==> config.mk <==
export PLATFORM = sky130hd
export DESIGN_NAME = fold_mem
export DESIGN_NICKNAME = d
export VERILOG_FILES = /design/src/rtl/fold_mem_pkg.sv /design/src/rtl/fold_row_dec.sv /design/src/rtl/fold_col_sel.sv /design/src/rtl/fold_row_bank.sv /design/src/rtl/fold_out_drv.sv /design/src/rtl/fold_mem.sv
export SDC_FILE = /design/constraint.sdc
export NUM_CORES = 1
export LEC_CHECK = 0
export BUFFER_PORTS_ARGS = -buffer_cell sky130_fd_sc_hd__buf_2
export CAP_MARGIN = 10
export CORE_MARGIN = 2
export CORE_UTILIZATION = 46
export DETAILED_ROUTE_END_ITERATION = 7
export PLACE_DENSITY = 0.73
export SYNTH_ARGS = -nofsm -noshare
export SYNTH_HDL_FRONTEND = slang
export SYNTH_SLANG_ARGS = --single-unit
==> constraint.sdc <==
create_clock -name clk -period 1.4 [get_ports clk]
set_input_delay 0.14 -clock clk [delete_from_list [all_inputs] [get_ports clk]]
set_output_delay 0.14 -clock clk [all_outputs]
set_load 0.02 [all_outputs]
==> src/rtl/fold_mem_pkg.sv <==
package fold_mem_pkg;
  typedef enum logic {
    ACC_FETCH = 1'b0,
    ACC_STORE = 1'b1
  } acc_kind_e;

  localparam int DEF_ADDR_W   = 3;
  localparam int DEF_WORD_W   = 4;
  localparam int DEF_COL_BITS = 1;
endpackage

==> src/rtl/fold_row_dec.sv <==
module fold_row_dec #(
  parameter int ROW_BITS = 2,
  localparam int ROWS = 2 ** ROW_BITS
) (
  input  logic                clk,
  input  logic                rst,
  input  logic                en,
  input  logic [ROW_BITS-1:0] row_idx,
  output logic [ROWS-1:0]     row_sel
);
  always_comb begin
    row_sel = '0;
    for (int r = 0; r < ROWS; r++) begin
      if (en && (row_idx == ROW_BITS'(r))) row_sel[r] = 1'b1;
    end
  end

  // at most one row is active
  a_r2_row_onehot: assert property (@(posedge clk) disable iff (rst)
    $onehot0(row_sel));
  // no row is active without the enable
  a_r5_no_row_idle: assert property (@(posedge clk) disable iff (rst)
    !en |-> (row_sel == '0));
endmodule

==> src/rtl/fold_col_sel.sv <==
module fold_col_sel #(
  parameter int COL_BITS = 1,
  parameter int WORD_W   = 4,
  localparam int WPR   = 2 ** COL_BITS,
  localparam int ROW_W = WORD_W * WPR
) (
  input  logic                clk,
  input  logic                rst,
  input  logic                en,
  input  logic [COL_BITS-1:0] col_idx,
  output logic [WPR-1:0]      col_sel,
  output logic [ROW_W-1:0]    lane_mask
);
  for (genvar c = 0; c < WPR; c++) begin : g_col
    assign col_sel[c] = en && (col_idx == COL_BITS'(c));
    assign lane_mask[c*WORD_W +: WORD_W] = {WORD_W{col_sel[c]}};
  end

  // one half at most
  a_r2_col_onehot: assert property (@(posedge clk) disable iff (rst)
    $onehot0(col_sel));
  // the lane mask covers exactly one word when enabled
  a_r4_mask_width: assert property (@(posedge clk) disable iff (rst)
    en |-> ($countones(lane_mask) == WORD_W));
endmodule

==> src/rtl/fold_row_bank.sv <==
module fold_row_bank #(
  parameter int ROWS   = 4,
  parameter int WORD_W = 4,
  parameter int WPR    = 2,
  localparam int ROW_W = WORD_W * WPR
) (
  input  logic              clk,
  input  logic              rst,
  input  logic              we,
  input  logic [ROWS-1:0]   row_sel,
  input  logic [ROW_W-1:0]  lane_mask,
  input  logic [WORD_W-1:0] wr_word,
  output logic [ROW_W-1:0]  rd_row
);
  logic [ROW_W-1:0] row_q [ROWS];
  logic [ROW_W-1:0] wr_row;

  assign wr_row = {WPR{wr_word}};

  for (genvar r = 0; r < ROWS; r++) begin : g_row
    always_ff @(posedge clk) begin
      if (rst) begin
        row_q[r] <= '0;
      end else if (we && row_sel[r]) begin
        row_q[r] <= (row_q[r] & ~lane_mask) | (wr_row & lane_mask);
      end
    end

    // bits outside the written half keep their value
    a_r4_other_half_kept: assert property (@(posedge clk) disable iff (rst)
      (we && row_sel[r]) |=>
        ((row_q[r] & ~$past(lane_mask)) == ($past(row_q[r]) & ~$past(lane_mask))));
    // rows not written stay unchanged
    a_r5_unwritten_stable: assert property (@(posedge clk) disable iff (rst)
      !(we && row_sel[r]) |=> $stable(row_q[r]));
  end

  always_comb begin
    rd_row = '0;
    for (int r = 0; r < ROWS; r++) begin
      rd_row = rd_row | (row_q[r] & {ROW_W{row_sel[r]}});
    end
  end
endmodule

==> src/rtl/fold_out_drv.sv <==
module fold_out_drv #(
  parameter int WORD_W = 4,
  parameter int WPR    = 2,
  localparam int ROW_W = WORD_W * WPR
) (
  input  logic              clk,
  input  logic              rst,
  input  logic              rd_req,
  input  logic [WPR-1:0]    col_sel,
  input  logic [ROW_W-1:0]  rd_row,
  output logic [WORD_W-1:0] rd_data,
  output logic              rd_valid
);
  logic [WORD_W-1:0] word_mux;

  always_comb begin
    word_mux = '0;
    for (int c = 0; c < WPR; c++) begin
      word_mux = word_mux | (rd_row[c*WORD_W +: WORD_W] & {WORD_W{col_sel[c]}});
    end
  end

  always_ff @(posedge clk) begin
    if (rst) begin
      rd_valid <= 1'b0;
      rd_data  <= '0;
    end else begin
      rd_valid <= rd_req;
      rd_data  <= rd_req ? word_mux : '0;
    end
  end
endmodule

==> src/rtl/fold_mem.sv <==
module fold_mem
  import fold_mem_pkg::*;
#(
  parameter int ADDR_W   = DEF_ADDR_W,
  parameter int WORD_W   = DEF_WORD_W,
  parameter int COL_BITS = DEF_COL_BITS,
  localparam int ROW_BITS = ADDR_W - COL_BITS,
  localparam int ROWS     = 2 ** ROW_BITS,
  localparam int WPR      = 2 ** COL_BITS,
  localparam int ROW_W    = WORD_W * WPR
) (
  input  logic              clk,
  input  logic              rst,
  input  logic              sel,
  input  logic              wr_en,
  input  logic [ADDR_W-1:0] addr,
  input  logic [WORD_W-1:0] wr_data,
  output logic [WORD_W-1:0] rd_data,
  output logic              rd_valid
);
  acc_kind_e        kind;
  logic [ROWS-1:0]  row_sel;
  logic [WPR-1:0]   col_sel;
  logic [ROW_W-1:0] lane_mask;
  logic [ROW_W-1:0] rd_row;
  logic             do_store;
  logic             do_fetch;

  assign kind     = acc_kind_e'(wr_en);
  assign do_store = sel && (kind == ACC_STORE);
  assign do_fetch = sel && (kind == ACC_FETCH);

  fold_row_dec #(.ROW_BITS(ROW_BITS)) u_row_dec (
    .clk(clk), .rst(rst), .en(sel),
    .row_idx(addr[ADDR_W-1:COL_BITS]), .row_sel(row_sel)
  );

  fold_col_sel #(.COL_BITS(COL_BITS), .WORD_W(WORD_W)) u_col_sel (
    .clk(clk), .rst(rst), .en(sel),
    .col_idx(addr[COL_BITS-1:0]), .col_sel(col_sel), .lane_mask(lane_mask)
  );

  fold_row_bank #(.ROWS(ROWS), .WORD_W(WORD_W), .WPR(WPR)) u_bank (
    .clk(clk), .rst(rst), .we(do_store), .row_sel(row_sel),
    .lane_mask(lane_mask), .wr_word(wr_data), .rd_row(rd_row)
  );

  fold_out_drv #(.WORD_W(WORD_W), .WPR(WPR)) u_out (
    .clk(clk), .rst(rst), .rd_req(do_fetch), .col_sel(col_sel),
    .rd_row(rd_row), .rd_data(rd_data), .rd_valid(rd_valid)
  );

  // a fetch request yields valid data one edge later
  a_r6_valid_after_read: assert property (@(posedge clk) disable iff (rst)
    (sel && !wr_en) |=> rd_valid);
  // no valid without a fetch request
  a_r8_no_valid_otherwise: assert property (@(posedge clk) disable iff (rst)
    !(sel && !wr_en) |=> !rd_valid);
  // the output is not driven while not valid
  a_r7_idle_zero: assert property (@(posedge clk) disable iff (rst)
    !rd_valid |-> (rd_data == '0));
endmodule

==> results list, run 1 <==
- In this run the tightest slew margin relative to its limit is 61.8%.
* Max Clock Skew: 5.11 ps
* Cells along the critical path: mux2i_1, o22ai_1, a22o_1
* Leading cell type by number of instances after synthesis: edfxtp_1
- Average wire per cell in the routed design: 17.3 um
* Tot Pwr: 2.23 mW
* Classification of the worst setup path: reg -> reg
- Post-detailed-placement half-perimeter wirelength: 3140 um
* Count of vias placed by the detailed router: 1,361
- The first global-routing pass estimated 6440 um of wire.
- The synthesized netlist contains 24 unique library cells.
- For this run, the post-layout net count is 199.
- Of the available clock period, the critical path in the final layout requires 76.1%.
* Largest net degree at the start of global routing: 17
- After synthesis, the share of flip-flops with an asynchronous set or reset is 0%.
* Unrepaired setup endpoints after global routing: false
* Startpoint type of the worst setup path: register
- The cell sitting at the root of the clock tree is a clkbuf_8.
- Area contributors post-synth: edfxtp_1 52%, mux2i_1 8.6%, a21oi_1 7.5%
- The longest clock path from root to sink contains 2 buffers.
* Count of nets left with antenna violations after detail routing: 0
* Final estimated routing congestion in global placement: 0.867
- Clock-pin slew was measured on the worst setup and hold paths at 70 ps.
- FF+latch count, synth: 37
- At the later pin of the worst-skew pair, clock insertion delay measures 290 ps.
- 0 antenna diodes ended up in the layout.
* Die Footprint: 0.00458 sq mm
- The commonest cells after synthesis are 32 x edfxtp_1, 28 x a21oi_1, 22 x nand2_1.
- After clock tree synthesis, the repair step resized 0 gates.
- Commonest register cell after synthesis: edfxtp_1
* CTS buffer count: 5
* Number of H-tree branching levels: 2
- WL final: 4140 um
- Across the VDD grid, the largest voltage drop is 0.000439 V.
- After detailed routing, the number of remaining DRC violations is 0.
- STA classifies the critical path endpoint as a register.
- The number of antenna violations at the first check in global routing is 0.
- The clock net in this run drives a total of 37 sinks.
- At the pin with the least slew margin, the transition time is 572 ps.
- Synth warnings: 0
- Placement row count: 23
* Global-route total usage across every layer: 20.7%
* Buffers added on ports: 15
- Using the TritonRoute via totals, the vias-per-cell ratio works out to 5.69.
- After floorplanning, the core was sized to cover 0.00394 sq mm.
- Shortest clock period the worst path allows after layout: 1070 ps
- The path class of the tightest hold or removal check is in -> reg.
- Yosys top cell area share: 51.6%
- Number of buffer and inverter stages on the critical path: 0
- Across the run, the number of max-cap violations was 0.
- At the worst endpoint, the required time is 1580 ps.
- TritonCTS clock tree: built
- Leakage power of the design: 0.802 nW
- From synthesis to final layout, the design area changed by 11.7%.
- Cell Pwr Density: 1070 mW/mm^2
- For this run the aggregate overflow at the end of global routing stands at 0.
- The number of setup buffers added after CTS is 0.
- Measured along the y axis, the die boundary spans 67.6 um.
* Maximum fanout count along the critical path: 2
* Number of setup violations in the final report: 0
- The first routing iteration left 113 violations.
* Starting density of the core: 47.3%
* Vias in the first global route: 1,295
- The number of nets handed over by synthesis was 178.
- Hold timing on the final database bottoms out at a slack of 115 ps.
* Share of layout cells above drive strength 1: 21.7%
- Count of pins on the block boundary: 16
- Detailed Routing Iterations Pass 1: 4
- Among cell families on the critical path, the largest total delay comes from flip-flops.
- The cell count after synthesis came out at 167.
* Outcome: finished, final reports clean
- In this run the cell area of the synthesized design comes to 0.00186 sq mm.
- The synthesized design contains 32 enable-type register cells.
* Peak clock frequency supported by timing: 0.939 GHz
- Summing the sequential cell areas from Yosys gives 57.0% of the chip area.
* Die extent in x: 67.6 um
- On the worst path, the slowest cell contributes a delay of 440 ps.
- Hold Buf Count CTS: 0
- The max-slew violation total from the final report is 0.
- Post-synthesis area per instance: 11.2 sq um
- Arrival @ worst endpoint: 1250 ps
* Dominant cell type by area after synthesis: edfxtp_1
- The slowest stage of the critical path belongs to the cell edfxtp_1.
- Final number of hold-violating endpoints: 0
## metal layers
metal  GRT usage, %  part of all wire [%]  vias to the layer above
li1               -                     -                      655
met1           25.5                    43                      646
met2           30.4                    46                       50
met3           7.17                   8.3                       10
met4           14.0                   2.9                        0
met5              0                     0                        -
## layout by cell type (no fill, tap or decap), types with 2 or more instances in the layout
master    netlist  final
nor2_2          4      4
or3_1           2      2
clkbuf_8        0      5
dfxtp_1         5      5
a22o_1          4      4
nor2_1         12     12
o22ai_1         8      8
a21oi_2         4      4
edfxtp_1       32     32
o21bai_1        4      4
buf_4           1     10
nand2b_1        4      4
nor3b_2         2      2
a21oi_1        28     28
and3_1          4      4
clkbuf_1        1      2
buf_2           6     15
mux2i_1        16     16
nand2_1        22     22
## flip-flops by register name, indices dropped and copies added, names as in the netlist
signal / flops
u_out.rd_valid: 1
u_bank.row_q: 32
u_out.rd_data: 4
## worst reg2reg max path, cell delays in order (launching register included)
cell and delay [ps]:
edfxtp_1 440, mux2i_1 170, o22ai_1 100, a22o_1 240
## kinds of logic (layout without fill, tap and decap cells)
family / count (synthesis) / in the layout / share of synthesized area [%]
AND/OR/NAND/NOR: 55 / 55 / 14.8
AO/OA/AOI/OAI: 48 / 48 / 15.6
flip-flops: 37 / 37 / 57.0
multiplexers: 16 / 16 / 8.60
buffers and inverters: 11 / 33 / 4.03
## path summary, 6_finish.rpt
check,to,cells after the start,slack [ps],from
max,u_out.rd_data[2],3,330,u_bank.row_q[2][6]
min,u_out.rd_valid,2,110,wr_en
max reg2reg,u_out.rd_data[2],3,330,u_bank.row_q[2][6]
min reg2reg,u_bank.row_q[3][6],2,600,u_bank.row_q[3][6]
## power by group
| group | total [mW] | switching (mW) | internal, mW | leakage, nW |
|---|---|---|---|---|
| sequential | 1.27 | 0.0293 | 1.24 | 0.373 |
| clock | 0.712 | 0.366 | 0.346 | 0.0399 |
| combinational | 0.239 | 0.147 | 0.0927 | 0.389 |
| total | 2.23 | 0.542 | 1.68 | 0.802 |
## area by class of cell
cell class | count | area (sq um)
Tap cell | 50 | 62.6
Multi-Input combinational cell | 119 | 727
Clock buffer | 7 | 76.3
Timing Repair Buffer | 25 | 150
Sequential cell | 37 | 1060
Fill cell | 340 | 1860
Clock inverter | 1 | 3.75
## per-stage QoR
stage | std cells | setup TNS, ps | utilization (%) | setup WS, ps | area [sq um]
floorplan | 167 | -12.9 | - | -1.61 | 1860
global placement | 231 | 0 | 50.7 | 91.0 | 2000
detailed placement | 231 | 0 | 50.7 | 50.2 | 2000
CTS | 239 | 0 | 52.8 | 338 | 2080
global route | 239 | 0 | 52.8 | 271 | 2080
finish | 239 | 0 | 52.8 | 335 | 2080
Note: power is estimated with default switching activity, not from simulation.
==> run 2: changes to the inputs <==
==> constraint.sdc (replaced) <==
create_clock -name clk -period 0.94 [get_ports clk]
set_input_delay 0.094 -clock clk [delete_from_list [all_inputs] [get_ports clk]]
set_output_delay 0.094 -clock clk [all_outputs]
set_load 0.02 [all_outputs]
==> run 2 against run 1 <==
The flow now finishes with violations (negative setup slack). Utilization grew 7.6 points. Register-to-register slack worse by 470 ps. Sequential power up 50%. Cell area up 14%. Critical path type unchanged. Largest power group unchanged.
==> results list, run 2 (synthesis results as in run 1) <==
- Reg-to-reg critical path startpoint: u_bank.row_q[1][1]
- Buffers added on ports: 15 (unchanged)
- The clock skew after layout is 7.86 ps (+2.76 ps).
- Vias in the first global route: 1,364 (+5.3%)
- Die extent in x: 67.6 um (unchanged)
- The shortest period the worst path allows was 1070 ps (+8.12 ps).
* Unrepaired setup endpoints after global routing: true
- Root buf cell: clkbuf_8
- Iteration-0 DRC Markers: 101 (-11%)
- Crit-path slowest cell: edfxtp_1
- The number of cells on the worst reg-to-reg path was 3 (unchanged).
- Clk buf depth: 2 (unchanged)
- Placement row count: 23 (unchanged)
- The instance count along the most critical hold path was 3 (+1).
- Final Cycle Share: 114% (+38 points)
- Slew headroom: 79.0% (+17 points)
* Count of pins on the block boundary: 16 (unchanged)
- Number of flip-flops in the largest register: 32 (unchanged)
- The maximum resistive drop on vdd came to 0.000912 V (+110%).
- Tot Pwr: 3.71 mW (+67%)
* First-pass GRT wire length: 6680 um (+3.6%)
- In this run the critical register-to-register path is captured at u_out.rd_data[1].
* Min-Delay Endpoint: u_out.rd_valid
- The maximum fanout count along the critical path is 2 (unchanged).
- The number of standard cells in the final layout excluding fillers is 254 (+6.3%).
- TritonCTS clock tree: built
- Starting density of the core: 47.3% (unchanged)
- The worst setup path is captured at a register.
- Slew @ Worst Pin: 315 ps (-258 ps)
- Total global routing overflow: 0 (unchanged)
- The critical path goes through mux2i_1, o22ai_2, a22o_1.
- In this run the most critical hold path is launched from wr_en.
- Filler Cells Inserted: 308 (-9.4%)
* Total of max-cap violations: 0 (unchanged)
- Peak clock frequency supported by timing: 0.932 GHz (-0.76%)
- Hold Buf Count CTS: 0 (unchanged)
* Clock transition time at the flip-flop clock pins of the worst setup and hold paths: 80 ps (about the same)
- The largest registers in the layout are u_bank.row_q x32, u_out.rd_data x4, u_out.rd_valid x1.
* Number of H-tree branching levels: 2 (unchanged)
- The number of antenna violations at the first check in global routing came to 0 (unchanged).
- Area inside the core boundary: 0.00394 sq mm (unchanged)
- Die H: 67.6 um (unchanged)
- WL final: 4440 um (+7.2%)
- Compared with the post-synthesis result, the final layout area differs by 27.7%.
- Startpoint type of the worst setup path: register
- Global-route total usage across every layer: 20.8% (+0.11 points)
- The number of detailed-route iterations in the first pass is 4 (unchanged).
- Register containing the most flip-flops in the final layout: u_bank.row_q
- The share of post-route cells with drive strength above 1 was 36.3% (+15 points).
- DRC: 0 (unchanged)
* Critical path data required time: 1130 ps (-450 ps)
* Number of setup violations in the final report: 7 (+7)
- The final layout net count is 214 (+7.5%).
- The number of vias in the routed layout is 1,445 (+6.2%).
- Hold crit path type: in -> reg
* Diode count: 0 (unchanged)
- Average wire per cell in the routed design: 17.5 um (+0.84%)
- Area taken by flip-flops and latches: 0.00106 sq mm (unchanged)
- The delay of the slowest critical-path stage was 430 ps (about the same).
- Final estimated routing congestion in global placement: 0.904 (+4.3%)
- Worst setup slack after layout: -133 ps (-468 ps)
- The area of the die came to 0.00458 sq mm (unchanged).
- In the layout the commonest cells are 32 x edfxtp_1, 21 x a21oi_1, 20 x nand2_1.
- Leakage power of the design: 0.931 nW (+16%)
- Outcome: finished with violations
- Final number of hold-violating endpoints: 0 (unchanged)
- Cell Pwr Density: 1560 mW/mm^2 (+46%)
- Combined area of the multi-input logic cells: 833 sq um (+15%)
- The number of cells in the design after placement was 243 (+5.2%).
- Count of final max-slew check failures: 0 (unchanged)
- Setup WS pre-CTS: -238 ps (-289 ps)
- The post-DP HPWL is 3320 um (+5.7%).
* Clk sink count: 37 (unchanged)
* Classification of the worst setup path: reg -> reg
* Commonest non-fill, non-tap cell in the layout: edfxtp_1
- The via density per instance is 5.69 (about the same).
- The residual antenna-violating net count after detailed routing came to 0 (unchanged).
- Clock latency reported for the late side of the worst-skew pair: 290 ps (about the same)
* Reg2Reg Setup Slack: -130 ps (-470 ps)
- Arrival @ worst endpoint: 1260 ps (about the same)
- CTS buffer count: 5 (unchanged)
- The pin count of the biggest net entering global routing is 17 (unchanged).
- Failing checks: negative setup slack
* Setup TNS: -413 ps (-413 ps)
run 2: changes by cell type in the layout (fill, tap and decap cells not counted), moves of 2 or more:
cell      delta
o21bai_4     +4
a21oi_2      +6
buf_4        +8
buf_12       +3
a21oi_1      -7
nand2_2      +2
buf_6        +4
nand2_1      -2
o21bai_1     -4
run 2: how the worst max path moves through the flow:
stage	from	end	slack, ps	cells past startpoint
4_1_cts	u_bank.row_q[1][4]	u_out.rd_data[0]	-100	3
3_5_place_dp	addr[1]	u_out.rd_data[1]	-240	5
6_report	u_bank.row_q[1][1]	u_out.rd_data[1]	-130	3
2_1_floorplan	addr[1]	u_bank.row_q[0][0]	-100	4
5_1_grt	u_bank.row_q[1][1]	u_out.rd_data[1]	-200	3
3_3_place_gp	sel	u_bank.row_q[3][2]	-190	4
run 2: metrics by stage:
stage | util (%) | area (sq um) | hold slack, ps
global placement | 55.5 | 2190 | 468
floorplan | - | 1950 | 172
CTS | 58.7 | 2320 | 172
detailed placement | 55.5 | 2190 | 479
global route | 60.3 | 2380 | 182
finish | 60.3 | 2380 | 170
run 2: critical path, delay by kind of cell (launching register included):
kind / cells / cell delay, ps
flip-flops: 1 / 430
AO/OA/AOI/OAI: 2 / 330
multiplexers: 1 / 210
run 2: repair_timing:
action | 4_1_cts | 5_1_grt
endpoints found under the setup margin | 9 | 13
pin swaps | 5 | 6
setup buffers | 0 | 3
gates resized for setup | 6 | 9
run 2: layout make-up:
class	instances	share of cell area [%]
multi-input combinational	119	35.0
clock inverter	2	1.42
sequential	37	44.6
clock buffer	6	3.05
tap	50	2.63
timing repair buffer	40	13.3
run 2: power by group:
part	leakage (nW)	internal, mW	total (mW)	switching, mW
Sequential	0.373	1.85	1.90	0.0422
Combinational	0.505	0.218	0.481	0.263
Clock	0.0528	0.783	1.34	0.555
Total	0.931	2.85	3.71	0.860
run 2: layer usage:
| layer | global-route usage, % | up-vias | wire, um |
|---|---|---|---|
| met2 | 35.9 | 47 | 2280 |
| met3 | 4.50 | 7 | 248 |
| met5 | 0 | - | 0 |
| li1 | - | 686 | - |
| met1 | 25.7 | 705 | 1850 |
| met4 | 7.14 | 0 | 58 |
==> run 3: changes to the inputs <==
--- a/config.mk
+++ b/config.mk
@@ -10,6 +10,7 @@
 export CORE_MARGIN = 2
 export CORE_UTILIZATION = 46
 export DETAILED_ROUTE_END_ITERATION = 7
+export GPL_TIMING_DRIVEN = 0
 export PLACE_DENSITY = 0.73
 export SYNTH_ARGS = -nofsm -noshare
 export SYNTH_HDL_FRONTEND = slang
==> run 3 against run 2 <==
The run still ends with negative setup slack left. Combinational power fell by 6.7%. Die area did not move. Sequential share of layout area rose by 2.2 points. Final cell count fell by 3.9%. Worst setup slack improved by 18 ps. Hold slack got worse by 62 ps. Critical path type unchanged. Critical endpoint is now u_out.rd_data[2]. Highest routed layer unchanged.
==> results list, run 3 (synthesis results as in run 1) <==
* Post-detailed-placement half-perimeter wirelength: 3070 um (-7.5%)
* Slowest stage delay, CP: 410 ps (-20 ps)
* Worst hold start: wr_en
- Placement row count: 23 (unchanged)
- Number of antenna violations at the first check in global routing: 0 (unchanged)
- Clk sink count: 37 (unchanged)
- The total of hold buffers inserted after clock tree synthesis came to 0 (unchanged).
- The buffers plus inverters on the worst setup path came to 0 (unchanged).
- The diode insertion count for antenna repair was 0 (unchanged).
- TritonCTS built the clock tree.
- The via density per instance is 5.72 (+0.50%).
- The area occupied by registers came to 0.00106 sq mm (unchanged).
- Startpoint type of the worst setup path: register
- The flow ran to the end, but the final reports show violations.
* Kind of cell adding the most delay to the critical path: flip-flops
- Detailed Routing Iterations Pass 1: 5 (+1)
* Cell Pwr Density: 1500 mW/mm^2 (-3.9%)
- Setup WS pre-CTS: -355 ps (-117 ps)
* CTS buffer count: 5 (unchanged)
* Number of H-tree branching levels: 2 (unchanged)
- In this run the critical register-to-register path is launched from u_bank.row_q[0][6].
- Vias in the first global route: 1,339 (-1.8%)
* Shortest clock period the worst path allows after layout: 1060 ps (-18.1 ps)
- Arrival @ worst endpoint: 1240 ps (-20 ps)
* Maximum fanout count along the critical path: 2 (unchanged)
* Largest regs: u_bank.row_q x32, u_out.rd_data x4, u_out.rd_valid x1
* Global-route total usage across every layer: 20.6% (-0.27 points)
- Die H: 67.6 um (unchanged)
* Count of final max-slew check failures: 0 (unchanged)
- The final layout net count is 204 (-4.7%).
* Die extent in x: 67.6 um (unchanged)
- The residual antenna-violating net count after detailed routing was 0 (unchanged).
- The pin count of the biggest net entering global routing was 12 (-5).
- The share of post-route cells with drive strength above 1 was 31.4% (-4.8 points).
- The critical path data required time came to 1120 ps (about the same).
- Failing checks: negative setup slack
- The critical path in this run is classified as reg -> reg.
- The worst setup path is captured at a register.
* Slew headroom: 79.5% (+0.58 points)
- The max-cap check violation count is 0 (unchanged).
* WL final: 4340 um (-2.3%)
- Number of flip-flops in the largest register: 32 (unchanged)
- The number of buffers on the longest clock path is 2 (unchanged).
* Register containing the most flip-flops in the final layout: u_bank.row_q
* Final estimated routing congestion in global placement: 0.810 (-10%)
- The total of fill cells in the finished design is 330 (+7.1%).
* Final Cycle Share: 112% (-1.9 points)
* Starting density of the core: 47.3% (unchanged)
- Area inside the core boundary: 0.00394 sq mm (unchanged)
- The final hold violation count was 0 (unchanged).
- Relative to the synthesized area, the layout overhead comes to 21.6%.
* Slew @ Worst Pin: 306 ps (-8.68 ps)
* Hold crit path type: in -> reg
- Iteration-0 DRC Markers: 142 (+41%)
* Peak supply drop: 0.000842 V (-7.7%)
- Count of vias placed by the detailed router: 1,395 (-3.5%)
- The post-route DRC violation count came to 0 (unchanged).
* Unrepaired setup endpoints after global routing: true
* Combined area of the multi-input logic cells: 807 sq um (-3.2%)
* Worst setup slack after layout: -115 ps (+18.1 ps)
- Peak clock frequency supported by timing: 0.948 GHz (+1.7%)
- Setup TNS: -387 ps (+25.9 ps)
- The placement-stage cell area is 0.00208 sq mm (-4.9%).
- Clock transition time at the flip-flop clock pins of the worst setup and hold paths: 70 ps (about the same)
- Number of setup violations in the final report: 5 (-2)
- Average wire per cell in the routed design: 17.8 um (+1.7%)
- The tree is rooted in a clkbuf_8.
- The critical path goes through mux2i_1, o22ai_1, a22o_1.
- Commonest non-fill, non-tap cell in the layout: edfxtp_1
- Final non-filler cell area: 0.00226 sq mm (-4.8%)
- Buffers added on ports: 14 (-1)
- In the layout the commonest cells are 32 x edfxtp_1, 24 x a21oi_1, 20 x nand2_1.
* Die Footprint: 0.00458 sq mm (unchanged)
* Clock latency reported for the late side of the worst-skew pair: 290 ps (about the same)
* First-pass GRT wire length: 6580 um (-1.6%)
- Count of pins on the block boundary: 16 (unchanged)
- The most critical setup path has its startpoint at u_bank.row_q[0][6].
- The static leakage was 0.875 nW (-5.9%).
- The global route total overflow came to 0 (unchanged).
- Max Clock Skew: 7.41 ps (-0.456 ps)
* Crit-path slowest cell: edfxtp_1
[run 3: power by group]
group	switching, mW	internal, mW
sequential	0.0358	1.85
clock	0.547	0.513
combinational	0.255	0.194
total	0.838	2.56
[run 3: stage by stage]
step	hold WS [ps]	std cells	total power [mW]	utilization (%)
finish	107	244	3.40	57.4
global route	114	244	3.51	57.4
CTS	99.5	241	3.37	55.7
detailed placement	407	231	2.31	52.8
global placement	391	231	2.30	52.8
floorplan	172	167	2.19	-
[run 3: worst paths after layout]
path	end	slack, ps	cells after the start
max	u_out.rd_data[2]	-120	3
min	u_out.rd_valid	110	2
max reg2reg	u_out.rd_data[2]	-120	3
min reg2reg	u_bank.row_q[0][5]	600	2
[run 3: layout make-up]
class | count | share of cell area [%]
clock inverter | 2 | 0.442
sequential | 37 | 46.9
clock buffer | 6 | 3.20
tap | 50 | 2.76
multi-input combinational | 119 | 35.6
timing repair buffer | 20 | 6.19
buffer | 10 | 4.92
[run 3: per-layer routing]
layer / global-route usage, % / wire [um] / part of all wire [%] / up-vias
met5: 0 / 0 / 0 / -
met4: 10.2 / 85 / 2.0 / 0
met3: 5.17 / 231 / 5.3 / 10
met2: 35.2 / 2230 / 52 / 46
met1: 23.8 / 1780 / 41 / 677
li1: - / - / - / 662
[run 3: timing repair]
item	4_1_cts	5_1_grt
resized for setup	0	15
setup endpoints to repair	28	48
setup buffers	3	3
pin swaps	8	3
[run 3: worst reg2reg max path, stage by stage (launching register included)]
cell and delay, ps:
edfxtp_1 410, mux2i_1 220, o22ai_1 110, a22o_1 200
